$ cat src/rtl/bankrf_pkg.sv
package bankrf_pkg;

    localparam int ARCH_N  = 16;
    localparam int ARCH_W  = $clog2(ARCH_N);
    localparam int MODE_W  = 5;

    localparam logic [MODE_W-1:0] MD_USR = 5'b10000;
    localparam logic [MODE_W-1:0] MD_FIQ = 5'b10001;
    localparam logic [MODE_W-1:0] MD_IRQ = 5'b10010;
    localparam logic [MODE_W-1:0] MD_SVC = 5'b10011;
    localparam logic [MODE_W-1:0] MD_ABT = 5'b10111;
    localparam logic [MODE_W-1:0] MD_UND = 5'b11011;
    localparam logic [MODE_W-1:0] MD_SYS = 5'b11111;

    // Register bank selected by a mode; system and unlisted codes share user.
    typedef enum logic [2:0] {
        BK_USR = 3'd0,
        BK_FIQ = 3'd1,
        BK_IRQ = 3'd2,
        BK_SVC = 3'd3,
        BK_ABT = 3'd4,
        BK_UND = 3'd5
    } bank_e;

    localparam int FAST_LO   = 8;
    localparam int FAST_HI   = 14;
    localparam int FAST_N    = FAST_HI - FAST_LO + 1;
    localparam int PAIR_LO   = 13;
    localparam int PAIR_N    = ARCH_N - 1 - PAIR_LO;
    localparam int PAIR_MODES = 4;
    localparam int PHYS_N    = ARCH_N + FAST_N + PAIR_MODES * PAIR_N;
    localparam int PHYS_W    = $clog2(PHYS_N);
    localparam int SAV_N     = 1 + PAIR_MODES;
    localparam int SAV_W     = $clog2(SAV_N);

    typedef logic [PHYS_W-1:0] phys_t;

    function automatic bank_e mode_to_bank(input logic [MODE_W-1:0] m);
        case (m)
            MD_FIQ:  return BK_FIQ;
            MD_IRQ:  return BK_IRQ;
            MD_SVC:  return BK_SVC;
            MD_ABT:  return BK_ABT;
            MD_UND:  return BK_UND;
            default: return BK_USR;
        endcase
    endfunction

endpackage

$ cat src/rtl/bankrf_map.sv
module bankrf_map
    import bankrf_pkg::*;
(
    input  bank_e             bank_i,
    input  logic [ARCH_W-1:0] arch_i,
    output phys_t             phys_o
);

    int arch_n;
    int bank_n;

    assign arch_n = int'(arch_i);
    assign bank_n = int'(bank_i);

    always_comb begin
        phys_o = phys_t'(arch_n);
        case (bank_i)
            BK_FIQ: begin
                if (arch_n >= FAST_LO && arch_n <= FAST_HI) begin
                    phys_o = phys_t'(ARCH_N + arch_n - FAST_LO);
                end
            end
            BK_IRQ, BK_SVC, BK_ABT, BK_UND: begin
                if (arch_n >= PAIR_LO && arch_n < PAIR_LO + PAIR_N) begin
                    phys_o = phys_t'(ARCH_N + FAST_N
                                     + (bank_n - int'(BK_IRQ)) * PAIR_N
                                     + arch_n - PAIR_LO);
                end
            end
            default: ;
        endcase
    end

endmodule

$ cat src/rtl/bankrf_gpr.sv
module bankrf_gpr #(
    parameter int DATA_W = 32,
    parameter int PHYS_N = 31,
    localparam int PHYS_W = $clog2(PHYS_N)
) (
    input  logic              clk,
    input  logic              rst_n,
    input  logic [PHYS_W-1:0] rda_idx_i,
    output logic [DATA_W-1:0] rda_data_o,
    input  logic [PHYS_W-1:0] rdb_idx_i,
    output logic [DATA_W-1:0] rdb_data_o,
    input  logic              mp_en_i,
    input  logic [PHYS_W-1:0] mp_idx_i,
    input  logic [DATA_W-1:0] mp_data_i,
    input  logic              up_en_i,
    input  logic [PHYS_W-1:0] up_idx_i,
    input  logic [DATA_W-1:0] up_data_i
);

    typedef struct packed {
        logic [PHYS_N-1:0][DATA_W-1:0] regs;
    } gpr_st_t;

    gpr_st_t st_d, st_q;

    always_comb begin
        st_d = st_q;
        // User-bank port first so the mode-relative port overrides on collision.
        if (up_en_i && int'(up_idx_i) < PHYS_N) begin
            st_d.regs[up_idx_i] = up_data_i;
        end
        if (mp_en_i && int'(mp_idx_i) < PHYS_N) begin
            st_d.regs[mp_idx_i] = mp_data_i;
        end
    end

    always_ff @(posedge clk) begin
        if (!rst_n) begin
            st_q <= '0;
        end else begin
            st_q <= st_d;
        end
    end

    assign rda_data_o = (int'(rda_idx_i) < PHYS_N) ? st_q.regs[rda_idx_i] : '0;
    assign rdb_data_o = (int'(rdb_idx_i) < PHYS_N) ? st_q.regs[rdb_idx_i] : '0;

endmodule

$ cat src/rtl/bankrf_sav.sv
module bankrf_sav #(
    parameter int DATA_W = 32,
    parameter int SAV_N  = 5,
    localparam int SAV_W = $clog2(SAV_N)
) (
    input  logic              clk,
    input  logic              rst_n,
    input  logic              sel_valid_i,
    input  logic [SAV_W-1:0]  sel_i,
    input  logic              wr_en_i,
    input  logic [DATA_W-1:0] wr_data_i,
    output logic [DATA_W-1:0] rd_data_o
);

    typedef struct packed {
        logic [SAV_N-1:0][DATA_W-1:0] words;
    } sav_st_t;

    sav_st_t st_d, st_q;
    logic    sel_ok;

    assign sel_ok = sel_valid_i && (int'(sel_i) < SAV_N);

    always_comb begin
        st_d = st_q;
        if (wr_en_i && sel_ok) begin
            st_d.words[sel_i] = wr_data_i;
        end
    end

    always_ff @(posedge clk) begin
        if (!rst_n) begin
            st_q <= '0;
        end else begin
            st_q <= st_d;
        end
    end

    assign rd_data_o = sel_ok ? st_q.words[sel_i] : '0;

endmodule

$ cat src/rtl/banked_regfile.sv
module banked_regfile
    import bankrf_pkg::*;
#(
    parameter int DATA_W = 32
) (
    input  logic              clk,
    input  logic              rst_n,
    input  logic [4:0]        mode_i,
    input  logic [3:0]        rd_a_idx_i,
    output logic [DATA_W-1:0] rd_a_data_o,
    input  logic [3:0]        rd_b_idx_i,
    output logic [DATA_W-1:0] rd_b_data_o,
    input  logic              wr_en_i,
    input  logic [3:0]        wr_idx_i,
    input  logic [DATA_W-1:0] wr_data_i,
    input  logic              usr_wr_en_i,
    input  logic [3:0]        usr_wr_idx_i,
    input  logic [DATA_W-1:0] usr_wr_data_i,
    output logic [DATA_W-1:0] sav_rd_data_o,
    input  logic              sav_wr_en_i,
    input  logic [DATA_W-1:0] sav_wr_data_i
);

    localparam int MAP_N = 4;

    bank_e             cur_bank;
    bank_e             map_bank [MAP_N];
    logic [ARCH_W-1:0] map_arch [MAP_N];
    phys_t             map_phys [MAP_N];
    logic              sav_valid;
    logic [SAV_W-1:0]  sav_sel;

    assign cur_bank = mode_to_bank(mode_i);

    // Port 0/1: reads, port 2: mode-relative write, port 3: user-bank write.
    assign map_bank[0] = cur_bank;
    assign map_bank[1] = cur_bank;
    assign map_bank[2] = cur_bank;
    assign map_bank[3] = BK_USR;
    assign map_arch[0] = rd_a_idx_i;
    assign map_arch[1] = rd_b_idx_i;
    assign map_arch[2] = wr_idx_i;
    assign map_arch[3] = usr_wr_idx_i;

    for (genvar g = 0; g < MAP_N; g++) begin : g_map
        bankrf_map u_map (
            .bank_i (map_bank[g]),
            .arch_i (map_arch[g]),
            .phys_o (map_phys[g])
        );
    end

    bankrf_gpr #(
        .DATA_W (DATA_W),
        .PHYS_N (PHYS_N)
    ) u_gpr (
        .clk        (clk),
        .rst_n      (rst_n),
        .rda_idx_i  (map_phys[0]),
        .rda_data_o (rd_a_data_o),
        .rdb_idx_i  (map_phys[1]),
        .rdb_data_o (rd_b_data_o),
        .mp_en_i    (wr_en_i),
        .mp_idx_i   (map_phys[2]),
        .mp_data_i  (wr_data_i),
        .up_en_i    (usr_wr_en_i),
        .up_idx_i   (map_phys[3]),
        .up_data_i  (usr_wr_data_i)
    );

    assign sav_valid = (cur_bank != BK_USR);
    assign sav_sel   = SAV_W'(cur_bank) - SAV_W'(1);

    bankrf_sav #(
        .DATA_W (DATA_W),
        .SAV_N  (SAV_N)
    ) u_sav (
        .clk         (clk),
        .rst_n       (rst_n),
        .sel_valid_i (sav_valid),
        .sel_i       (sav_sel),
        .wr_en_i     (sav_wr_en_i),
        .wr_data_i   (sav_wr_data_i),
        .rd_data_o   (sav_rd_data_o)
    );

endmodule

$ cat config.mk
export PLATFORM = sky130hd
export DESIGN_NAME = banked_regfile
export DESIGN_NICKNAME = d
export VERILOG_FILES = /design/src/rtl/bankrf_pkg.sv /design/src/rtl/bankrf_map.sv /design/src/rtl/bankrf_gpr.sv /design/src/rtl/bankrf_sav.sv /design/src/rtl/banked_regfile.sv
export SDC_FILE = /design/constraint.sdc
export NUM_CORES = 2
export LEC_CHECK = 0
export ABC_AREA = 0
export BUFFER_PORTS_ARGS = -buffer_cell sky130_fd_sc_hd__buf_2
export CAP_MARGIN = 20
export CORE_MARGIN = 8
export CORE_UTILIZATION = 55
export DETAILED_ROUTE_END_ITERATION = 12
export HOLD_SLACK_MARGIN = 0.15
export PLACE_DENSITY = 0.72
export RECOVER_POWER = 25
export REMOVE_ABC_BUFFERS = 1
export SLEW_MARGIN = 30
export SYNTH_ARGS = -nofsm -noshare
export SYNTH_HDL_FRONTEND = slang
export SYNTH_SLANG_ARGS = --single-unit
export TNS_END_PERCENT = 50
$ cat constraint.sdc
create_clock -name clk -period 5.5 [get_ports clk]
set_input_delay 0.55 -clock clk [delete_from_list [all_inputs] [get_ports clk]]
set_output_delay 0.55 -clock clk [all_outputs]
set_load 0.005 [all_outputs]
==> flow_summary.yaml <==
clocking:
  clk_pin_slew_ns: 0.06
  numCtsBuffers: 121
  cts_tree: "yes"
  clk_path_buf_depth: 3
  cts_sinks: 1152
  cts-root-buf: "clkbuf_16"
  clk_latency_ns: 0.76
  h-tree-depth: 3
global_route:
  grt_use_met3_pct: 8.16
  gr-usage-met2_pct: 52.4
  antenna_found_initial: 12
  gr-total-overflow: 0
  busiest_layer: "met2"
  grt_use_total_pct: 34.2
  gr-usage-met1_pct: 44.8
  first_global_vias: 54900
  grt_pass1_wl_um: 348000
  grt_max_degree: 219
floorplanning:
  start_util_pct: 55.5
  ioPinCount: 218
  core.rowCount: 126
  die_width_um: 361
  fp.coreArea_sq_um: 118000
  die_h_um: 361
  die_area_sq_um: 131000
yosys:
  async_flop_share_pct: 0
  synth_simple_gate_area_share_pct: 13.3
  synth_top_family_by_area: "multiplexers"
  syn_avg_cell_area_sq_um: 9.38
  synth_cell_types: 69
  yosys-mux-area-fraction_pct: 25.2
  synth-edff-count: 0
  synth-compound-area-share_pct: 20.3
  synth_adder_area_share_pct: 0.492
  ys_seq_area_share_pct: 35.2
  ys_ff_latch: 1152
  synth_ff_type: "dfxtp_1"
  synthCells: 6992
  yosys.area_share.xor_xnor_pct: 0.200
  yosysWarnings: 0
  syn_area_sq_um: 65600
sta:
  rsz0062_at_grt: "yes"
  fin_skew_ns: 0
  tightest_slew_ns: 2.18
  worst_hold_slack_ns: 0.318
  period_share_pct: 96.3
  fmax_mhz: 189
  finalMaxSlewViolations: 170
  slew_headroom_pct: -45.3
  period_minus_slack_ns: 5.30
  hold_viol: 0
  setup_viol_count_final: 0
finish:
  final_common_cell: "nand2_1"
  fillers: 9700
  final_cell_mix: "1977 x nand2_1, 1152 x dfxtp_1, 641 x mux2i_1, 512 x o211a_1, 450 x a21boi_1"
  final_layout_size_suffix_gt1_share_pct: 16.4
  final_nets: 6931
  fin_cells: 8431
  syn_to_final_growth_pct: 10.1
worst_setup_path:
  worstSetupEndpointType: "output port"
  r2r_slack_ns: 4.61
  required_ns: 4.95
  reg2reg_depth: 3
  cp_slowest_cell: "a32o_4"
  arrival_ns: 4.75
  r2r_end: "u_gpr.st_q[92]"
  worst-setup-path-type: "input pin to output port"
  cpPeakStageDelay_ns: 0.48
  crit_path_cell_trace: "buf_2 > nand3b_1 > nor2_1 > inv_1 > ha_1 > xor2_1 > ha_1 > inv_1 > fa_1 > nand4_1 > a32o_4 > nor2_4 > buf_4 > nand3_1 > a31oi_1 > a22oi_1 > buf_2"
  cp-start-kind: "input pin"
  r2r_start: "u_gpr.st_q[92]"
  crit_fanout: 14
pwr:
  power_leakage_uw: 0.0322
  p_per_area_nw_per_um2: 274
  power.total_uw: 19800
  peakVddDrop_v: 0.000289
route:
  viasPerCell: 6.82
  wl_per_cell_um: 27.9
  drtAntennaViolNets: 0
  routed_wl_um: 235000
  num_vias: 57500
  drt_pass1_iterations: 8
  drc_errors: 0
  initialDrtViolationCount: 8081
placed_design:
  globalplace.congestion: 0.919
  post-dp-hpwl_um: 139000
  placed_cells: 8164
  port_buffers: 217
min_path:
  hp-class: "input pin to register"
  holdPathEnd: "u_gpr.st_q[726]"
  worstHoldStart: "wr_data_i[22]"
  min_path_cells: 3
run_status:
  violations: "capacitance limit, slew limit"
  status: "finished, violations left"
flow_run:
  max_cap_viol_count: 5
==> what timing repair did <==
action | CTS | global route
endpoints found under the hold margin | 160 | 0
buffers inserted | 0 | 2
setup endpoints to repair | 0 | 42
hold buffers | 32 | 0
gates resized for setup | 0 | 11
==> where the power goes <==
part / switching (uW) / internal (uW) / total (uW)
clock: 3670 / 4960 / 8640
combinational: 1550 / 990 / 2540
sequential: 114 / 8490 / 8610
total: 5340 / 14400 / 19800
==> layout make-up <==
class / instances / area, sq um / share of cell area [%]
multi-input combinational: 5055 / 39300 / 54.4
sequential: 1152 / 23100 / 31.9
timing repair buffer: 441 / 3680 / 5.10
clock buffer: 188 / 3630 / 5.03
tap: 1536 / 1920 / 2.66
clock inverter: 38 / 551 / 0.762
inverter: 14 / 60.1 / 0.0832
antenna: 7 / 17.5 / 0.0243
==> routing by layer <==
metal / up-vias / wire length [um] / part of all wire [%]
li1: 24700 / - / -
met3: 768 / 27600 / 12
met5: - / 21 / 0.0089
met4: 4 / 13500 / 5.8
met1: 28300 / 90000 / 38
met2: 3741 / 104000 / 44
==> through the flow <==
stage / setup WS, ns / util [%] / cell area (sq um) / setup TNS [ns]
floorplan: -7.64 / - / 62100 / -389.59
global placement: 0.199 / 57.3 / 67700 / 0
detailed placement: 0.128 / 57.4 / 67800 / 0
CTS: 0.0832 / 61.2 / 72300 / 0
global route: -0.0441 / 61.1 / 72200 / -0.0931
finish: 0.201 / 61.1 / 72200 / 0
==> registers in the layout, indices dropped and copies added (netlist names) <==
name	count
u_gpr.st_q	992
u_sav.st_q	160
==> synth_stat cells, drive strengths merged (62+ instances only) <==
library cell | n | area, sq um
o211a | 512 | 5120
dfxtp | 1152 | 23100
nand2 | 2001 | 7580
a21oi | 156 | 781
mux2i | 641 | 6420
nand3 | 70 | 350
buf | 234 | 1430
a31oi | 66 | 413
mux4 | 416 | 9370
a21boi | 640 | 4800
o22ai | 66 | 413
o21ai | 100 | 500
mux2 | 64 | 721
a22oi | 67 | 508
a22o | 62 | 543
clkbuf | 537 | 2020
==> worst max-delay path: cells and delay by family <==
| kind | cells | cell delay [ns] |
|---|---|---|
| AO/OA/AOI/OAI | 3 | 1.19 |
| adder cells (fa/ha/maj) | 3 | 1.02 |
| buffers and inverters | 5 | 0.90 |
| AND/OR/NAND/NOR | 5 | 0.87 |
| XOR/XNOR | 1 | 0.20 |
==> worst max path at each step <==
| stage | startpoint | cells after the start | slack (ns) | endpoint |
|---|---|---|---|---|
| floorplan | mode_i[2] | 13 | -7.64 | rd_a_data_o[0] |
| global placement | mode_i[2] | 18 | 0.20 | rd_b_data_o[3] |
| detailed placement | mode_i[2] | 16 | 0.13 | rd_a_data_o[14] |
| CTS | mode_i[2] | 18 | 0.08 | rd_b_data_o[28] |
| global route | mode_i[2] | 18 | -0.04 | rd_a_data_o[30] |
| finish | mode_i[2] | 17 | 0.20 | rd_a_data_o[0] |
==> cells by family after synthesis <==
| kind of cell | after synthesis |
|---|---|
| compound gates | 1695 |
| xor+xnor | 15 |
| fa+ha+maj | 24 |
| buf+inv | 785 |
| flops | 1152 |
| mux | 1121 |
| simple gates | 2200 |
(Power assumes the default switching activity.)
